`src/rtl/mdb_pkg.sv`:
```
package mdb_pkg;
  // Classification of one decoded management request
  typedef enum logic [2:0] {
    K_NONE,
    K_PASS,
    K_PAGE,
    K_LO,
    K_HI,
    K_RSVD
  } kind_e;
endpackage

```
`src/rtl/mdb_decode.sv`:
```
module mdb_decode
  import mdb_pkg::*;
#(
  parameter int BRIDGE_PHY = 31,
  parameter int PAGE_REG   = 31,
  parameter int HI_REG     = 16,
  parameter int WSEL_W     = 4
) (
  input  logic       req,
  input  logic [4:0] phy,
  input  logic [4:0] regn,
  output kind_e      kind
);
  localparam int LO_CNT = 1 << WSEL_W;

  always_comb begin
    if (!req)                              kind = K_NONE;
    else if (phy != 5'(BRIDGE_PHY))        kind = K_PASS;
    else if (regn == 5'(PAGE_REG))         kind = K_PAGE;
    else if (regn < 5'(LO_CNT))            kind = K_LO;
    else if (regn == 5'(HI_REG))           kind = K_HI;
    else                                   kind = K_RSVD;
  end
endmodule

```
`src/rtl/mdb_page_reg.sv`:
```
module mdb_page_reg #(
  parameter int PAGE_W = 10
) (
  input  logic              clk,
  input  logic              rst_n,
  input  logic              ld,
  input  logic [PAGE_W-1:0] d,
  output logic [PAGE_W-1:0] q
);
  logic [PAGE_W-1:0] q_nxt;

  always_comb begin
    q_nxt = q;
    if (ld) q_nxt = d;
  end

  always_ff @(posedge clk or negedge rst_n) begin
    if (!rst_n) q <= '0;
    else        q <= q_nxt;
  end
endmodule

```
`src/rtl/mdb_stage.sv`:
```
module mdb_stage #(
  parameter int AW     = 14,
  parameter int HALF_W = 16
) (
  input  logic              clk,
  input  logic              rst_n,
  input  logic              lo_wr,
  input  logic [AW-1:0]     wr_addr,
  input  logic [HALF_W-1:0] wr_lo,
  input  logic              rd_cap,
  input  logic [HALF_W-1:0] rd_hi,
  output logic [AW-1:0]     addr_q,
  output logic [HALF_W-1:0] lo_q,
  output logic [HALF_W-1:0] hi_q
);
  logic [AW-1:0]     addr_nxt;
  logic [HALF_W-1:0] lo_nxt;
  logic [HALF_W-1:0] hi_nxt;

  always_comb begin
    addr_nxt = addr_q;
    lo_nxt   = lo_q;
    hi_nxt   = hi_q;
    if (lo_wr) begin
      addr_nxt = wr_addr;
      lo_nxt   = wr_lo;
    end
    if (rd_cap) hi_nxt = rd_hi;
  end

  always_ff @(posedge clk or negedge rst_n) begin
    if (!rst_n) begin
      addr_q <= '0;
      lo_q   <= '0;
      hi_q   <= '0;
    end else begin
      addr_q <= addr_nxt;
      lo_q   <= lo_nxt;
      hi_q   <= hi_nxt;
    end
  end
endmodule

```
`src/rtl/mdio_regbridge.sv`:
```
module mdio_regbridge
  import mdb_pkg::*;
#(
  parameter int BRIDGE_PHY = 31,
  parameter int PAGE_REG   = 31,
  parameter int HI_REG     = 16,
  parameter int PAGE_W     = 10,
  parameter int WSEL_W     = 4,
  parameter int HALF_W     = 16,
  localparam int AW        = PAGE_W + WSEL_W,
  localparam int DW        = 2 * HALF_W
) (
  input  logic              clk,
  input  logic              rst_n,
  input  logic              mg_req,
  input  logic              mg_we,
  input  logic [4:0]        mg_phy,
  input  logic [4:0]        mg_reg,
  input  logic [HALF_W-1:0] mg_wdata,
  output logic [HALF_W-1:0] mg_rdata,
  output logic              pt_req,
  output logic              pt_we,
  output logic [4:0]        pt_phy,
  output logic [4:0]        pt_reg,
  output logic [HALF_W-1:0] pt_wdata,
  input  logic [HALF_W-1:0] pt_rdata,
  output logic [AW-1:0]     rb_addr,
  output logic [DW-1:0]     rb_wdata,
  output logic              rb_we,
  output logic              rb_re,
  input  logic [DW-1:0]     rb_rdata
);
  kind_e             kind;
  logic [PAGE_W-1:0] page_q;
  logic [AW-1:0]     addr_q;
  logic [HALF_W-1:0] lo_q;
  logic [HALF_W-1:0] hi_q;
  logic [AW-1:0]     live_addr;
  logic              page_ld;
  logic              lo_wr;

  mdb_decode #(
    .BRIDGE_PHY(BRIDGE_PHY), .PAGE_REG(PAGE_REG),
    .HI_REG(HI_REG), .WSEL_W(WSEL_W)
  ) u_dec (
    .req(mg_req), .phy(mg_phy), .regn(mg_reg), .kind(kind)
  );

  assign page_ld   = (kind == K_PAGE) && mg_we;
  assign lo_wr     = (kind == K_LO) && mg_we;
  assign live_addr = {page_q, mg_reg[WSEL_W-1:0]};

  mdb_page_reg #(.PAGE_W(PAGE_W)) u_page (
    .clk(clk), .rst_n(rst_n), .ld(page_ld),
    .d(mg_wdata[PAGE_W-1:0]), .q(page_q)
  );

  mdb_stage #(.AW(AW), .HALF_W(HALF_W)) u_stage (
    .clk(clk), .rst_n(rst_n),
    .lo_wr(lo_wr), .wr_addr(live_addr), .wr_lo(mg_wdata),
    .rd_cap(rb_re), .rd_hi(rb_rdata[DW-1:HALF_W]),
    .addr_q(addr_q), .lo_q(lo_q), .hi_q(hi_q)
  );

  // Forwarding path for every other PHY address
  assign pt_req   = (kind == K_PASS);
  assign pt_we    = mg_we;
  assign pt_phy   = mg_phy;
  assign pt_reg   = mg_reg;
  assign pt_wdata = mg_wdata;

  // Internal bus
  assign rb_we    = (kind == K_HI) && mg_we;
  assign rb_re    = (kind == K_LO) && !mg_we;
  assign rb_addr  = rb_we ? addr_q : live_addr;
  assign rb_wdata = {mg_wdata, lo_q};

  always_comb begin
    unique case (kind)
      K_PASS:  mg_rdata = pt_rdata;
      K_PAGE:  mg_rdata = HALF_W'(page_q);
      K_LO:    mg_rdata = rb_rdata[HALF_W-1:0];
      K_HI:    mg_rdata = hi_q;
      default: mg_rdata = '0;
    endcase
  end
endmodule

```
`config.mk`:
```
export PLATFORM = sky130hd
export DESIGN_NAME = mdio_regbridge
export DESIGN_NICKNAME = d
export VERILOG_FILES = /design/src/rtl/mdb_pkg.sv /design/src/rtl/mdb_decode.sv /design/src/rtl/mdb_page_reg.sv /design/src/rtl/mdb_stage.sv /design/src/rtl/mdio_regbridge.sv
export SDC_FILE = /design/constraint.sdc
export NUM_CORES = 1
export LEC_CHECK = 0
export BUFFER_PORTS_ARGS = -buffer_cell sky130_fd_sc_hd__buf_2
export CAP_MARGIN = 15
export CORE_ASPECT_RATIO = 0.9
export CORE_UTILIZATION = 45
export DETAILED_ROUTE_END_ITERATION = 10
export PLACE_DENSITY = 0.8
export SYNTH_ARGS = -nofsm -noshare
export SYNTH_HDL_FRONTEND = slang
export SYNTH_SLANG_ARGS = --single-unit
```
`constraint.sdc`:
```
create_clock -name clk -period 1.85 [get_ports clk]
set_input_delay 0.185 -clock clk [delete_from_list [all_inputs] [get_ports clk]]
set_output_delay 0.185 -clock clk [all_outputs]
set_load 0.03 [all_outputs]
```
==> results.cfg <==
[logic_synthesis]
synthAdderAreaFrac_pct = 0
synthCells = 259
synth_nets = 337
yosys_warnings = 0
synth_seq_area_share_pct = 43.75
synth_area_leaders = dfrtp_1, mux2_4, mux2_2
avgSynthCellArea_um2 = 12.37
synth_seq_cells = 56
synth.mux.area_fraction_pct = 26.72
synth_xor_area_share_pct = 0
synth.top_cell.area_share_pct = 43.75
synth_top_family_by_area = multiplexers
synth.distinct_cells = 27
synth_compound_area_share_pct = 9.609
synth-simple-area-share_pct = 7.109
synth_area_mm2 = 0.003203
synth_top_cell_by_area = dfrtp_1

[worst_setup_path]
worstReg2RegEnd = u_page.q[4]$_DFFE_PN0P_
critPathMaxStageDelay_ns = 0.35
endpoint_kind = output port
r2r_slack_ns = 1.01
start_kind = input port
worstPathMaxFanout = 6
path_buf_inv = 3
path_class = input port to output port
worstReg2RegStart = u_page.q[4]$_DFFE_PN0P_
worstPathRequired_ns = 1.66
path_common_cell = buf_6
crit_chain = buf_2 -> nor4_4 -> nand3_2 -> nor3_4 -> buf_6 -> mux2_2 -> buf_6
reg2reg_depth = 1
cpMaxStageDelayCell = mux2_2
path_delay_family = simple AND/OR/NAND/NOR gates
worstPathArrival_ns = 1.62

[detailed_routing]
firstDrtPassIters = 4
ant_nets = 0
vias_per_cell = 5.148
routed_wl_um = 7932
drt_iter0_drc = 85
vias = 2507
avgRoutedWirePerCell_um = 16.29
remaining_drc_errors = 0

[sta]
finalCriticalPeriod_ns = 1.807
tightestPinTransition_ns = 0.5989
hold_violations = 0
clock_skew_ns = 0.004984
max_freq_mhz = 553.5
fin_crit_sh_pct = 97.66
setup-tns-final_ns = 0
drv_slew = 0
fin_ws_ns = 0.04337
slew_headroom_pct = 60.07
setup_violations = 0
rsz0062_at_grt = true

[run_status]
outcome = complete, no violations

[clocking]
clock_latency_ns = 0.30
cts_tree = yes
cts_sinks = 56
cts_buffers = 5
root_buffer = clkbuf_8
cts.clk_slew.worst_paths_ns = 0.09
clock_path_buffers = 2
cts_max_level = 2

[grt]
grt_antenna_before_repair = 0
grt_pass1_vias = 2212
grt_pass1_wl_um = 11440
grt-ovfl-total = 0
grt_max_degree = 34
grtUsageTotal_pct = 19.84

[die]
die_y_um = 82.04
fp.dieW_um = 90.93
ios = 170
coreArea_mm2 = 0.006726
initial_core_util_pct = 47.62
die-area_mm2 = 0.007460
num_rows = 28

[placement]
dpl.hpwl_um = 5793
gp_congestion = 0.6774
io_buffers = 169
pre_cts_ws_ns = -0.03940
placedCellCount = 479
placed_cell_area_mm2 = 0.003968

[finish]
area_growth_pct = 31.99
drive_above_1_share_pct = 68.26
final_cell_mix = buf_2, dfrtp_1, mux2_2, mux2_4
ff_latch_area_mm2 = 0.001401
multi_input_area_mm2 = 0.001430
n_antenna_cell = 0
stdcell_count = 487
fillers = 540
finalInstanceArea_mm2 = 0.004228
layout_commonest_cell = buf_2
fin_nets = 476

[pwr]
ir_drop_mv = 0.3839
p_leak_nw = 2.358
finalPower_mw = 2.729
cellPowerDensity_mw_per_mm2 = 645.4

[job]
cap_violations = 0

[min_path]
hp-class = input port to flip-flop
hold_end = u_stage.hi_q[14]$_DFFE_PN0P_
hp-start = rb_rdata[30]
whs_path_depth = 2
## cell families (layout without fill, tap and decap cells)
logic type | Yosys count | count (layout)
buffers and inverters | 58 | 196
multiplexers | 66 | 66
flip-flops | 56 | 56
AO/OA/AOI/OAI | 41 | 41
AND/OR/NAND/NOR | 38 | 38
## worst max-delay path by stage
stage,startpoint,endpoint,slack (ns),depth (start not counted)
3_3_place_gp,mg_reg[0],rb_addr[10],-0.04,7
2_1_floorplan,mg_reg[0],mg_rdata[0],0.04,5
6_report,mg_reg[1],rb_addr[8],0.04,7
5_1_grt,mg_reg[1],mg_rdata[1],-0.03,8
4_1_cts,mg_reg[0],mg_rdata[4],0.02,7
3_5_place_dp,mg_reg[0],rb_addr[10],-0.04,7
## Yosys cell counts
library cell and count:
a211o_1 10, a21o_1 4, a21oi_1 11, a221o_1 6, a22oi_1 10, and2_1 6
and4_1 1, and4_4 1, buf_1 1, buf_2 1, buf_4 45, buf_6 3
clkbuf_1 6, dfrtp_1 56, inv_1 2, mux2_2 36, mux2_4 30, nand2_1 10
nand2_4 1, nand3_1 2, nor2_1 11, nor3_1 1, nor3_2 1, nor3_4 1
nor4_1 1, nor4_4 1, or4_4 1
## metal layers
metal	up-vias	wire (um)	global-route usage (%)
met5	-	0	0
met2	110	4138	35.08
met3	6	428	3.981
met4	0	41	3.968
li1	1168	-	-
met1	1223	3324	25.61
## power by group
| group | switching (mW) | internal [mW] | leakage (nW) |
|---|---|---|---|
| Combinational | 0.393 | 0.257 | 1.54 |
| Sequential | 0.0373 | 1.29 | 0.769 |
| Clock | 0.363 | 0.389 | 0.0501 |
| Total | 0.793 | 1.94 | 2.36 |
## cell type report
class / count / area share (%)
Timing Repair Buffer: 188 / 27.85
Sequential cell: 56 / 33.15
Tap cell: 90 / 2.664
Multi-Input combinational cell: 145 / 33.83
Clock buffer: 5 / 1.628
Inverter: 2 / 0.1776
Clock inverter: 1 / 0.7103
## per-stage QoR
step	util, %	hold WS, ns
2_1_floorplan	-	-0.1106
5_1_grt	62.85	0.09483
6_report	62.85	0.1129
3_5_place_dp	58.98	0.2219
3_3_place_gp	58.98	0.2168
4_1_cts	60.81	0.1028
## flip-flops by register name, indices dropped and copies added (netlist names)
register and cells:
u_page.q 10, u_stage.addr_q 14, u_stage.hi_q 16, u_stage.lo_q 16
## what timing repair did
action | CTS | global route
hold buffers | 1 | 0
gates resized for setup | 2 | 59
endpoints found under the setup margin | 10 | 16
pin swaps | 0 | 5
setup buffers | 0 | 1
endpoints found under the hold margin | 23 | 0
Note: power is estimated with default switching activity, not from simulation.
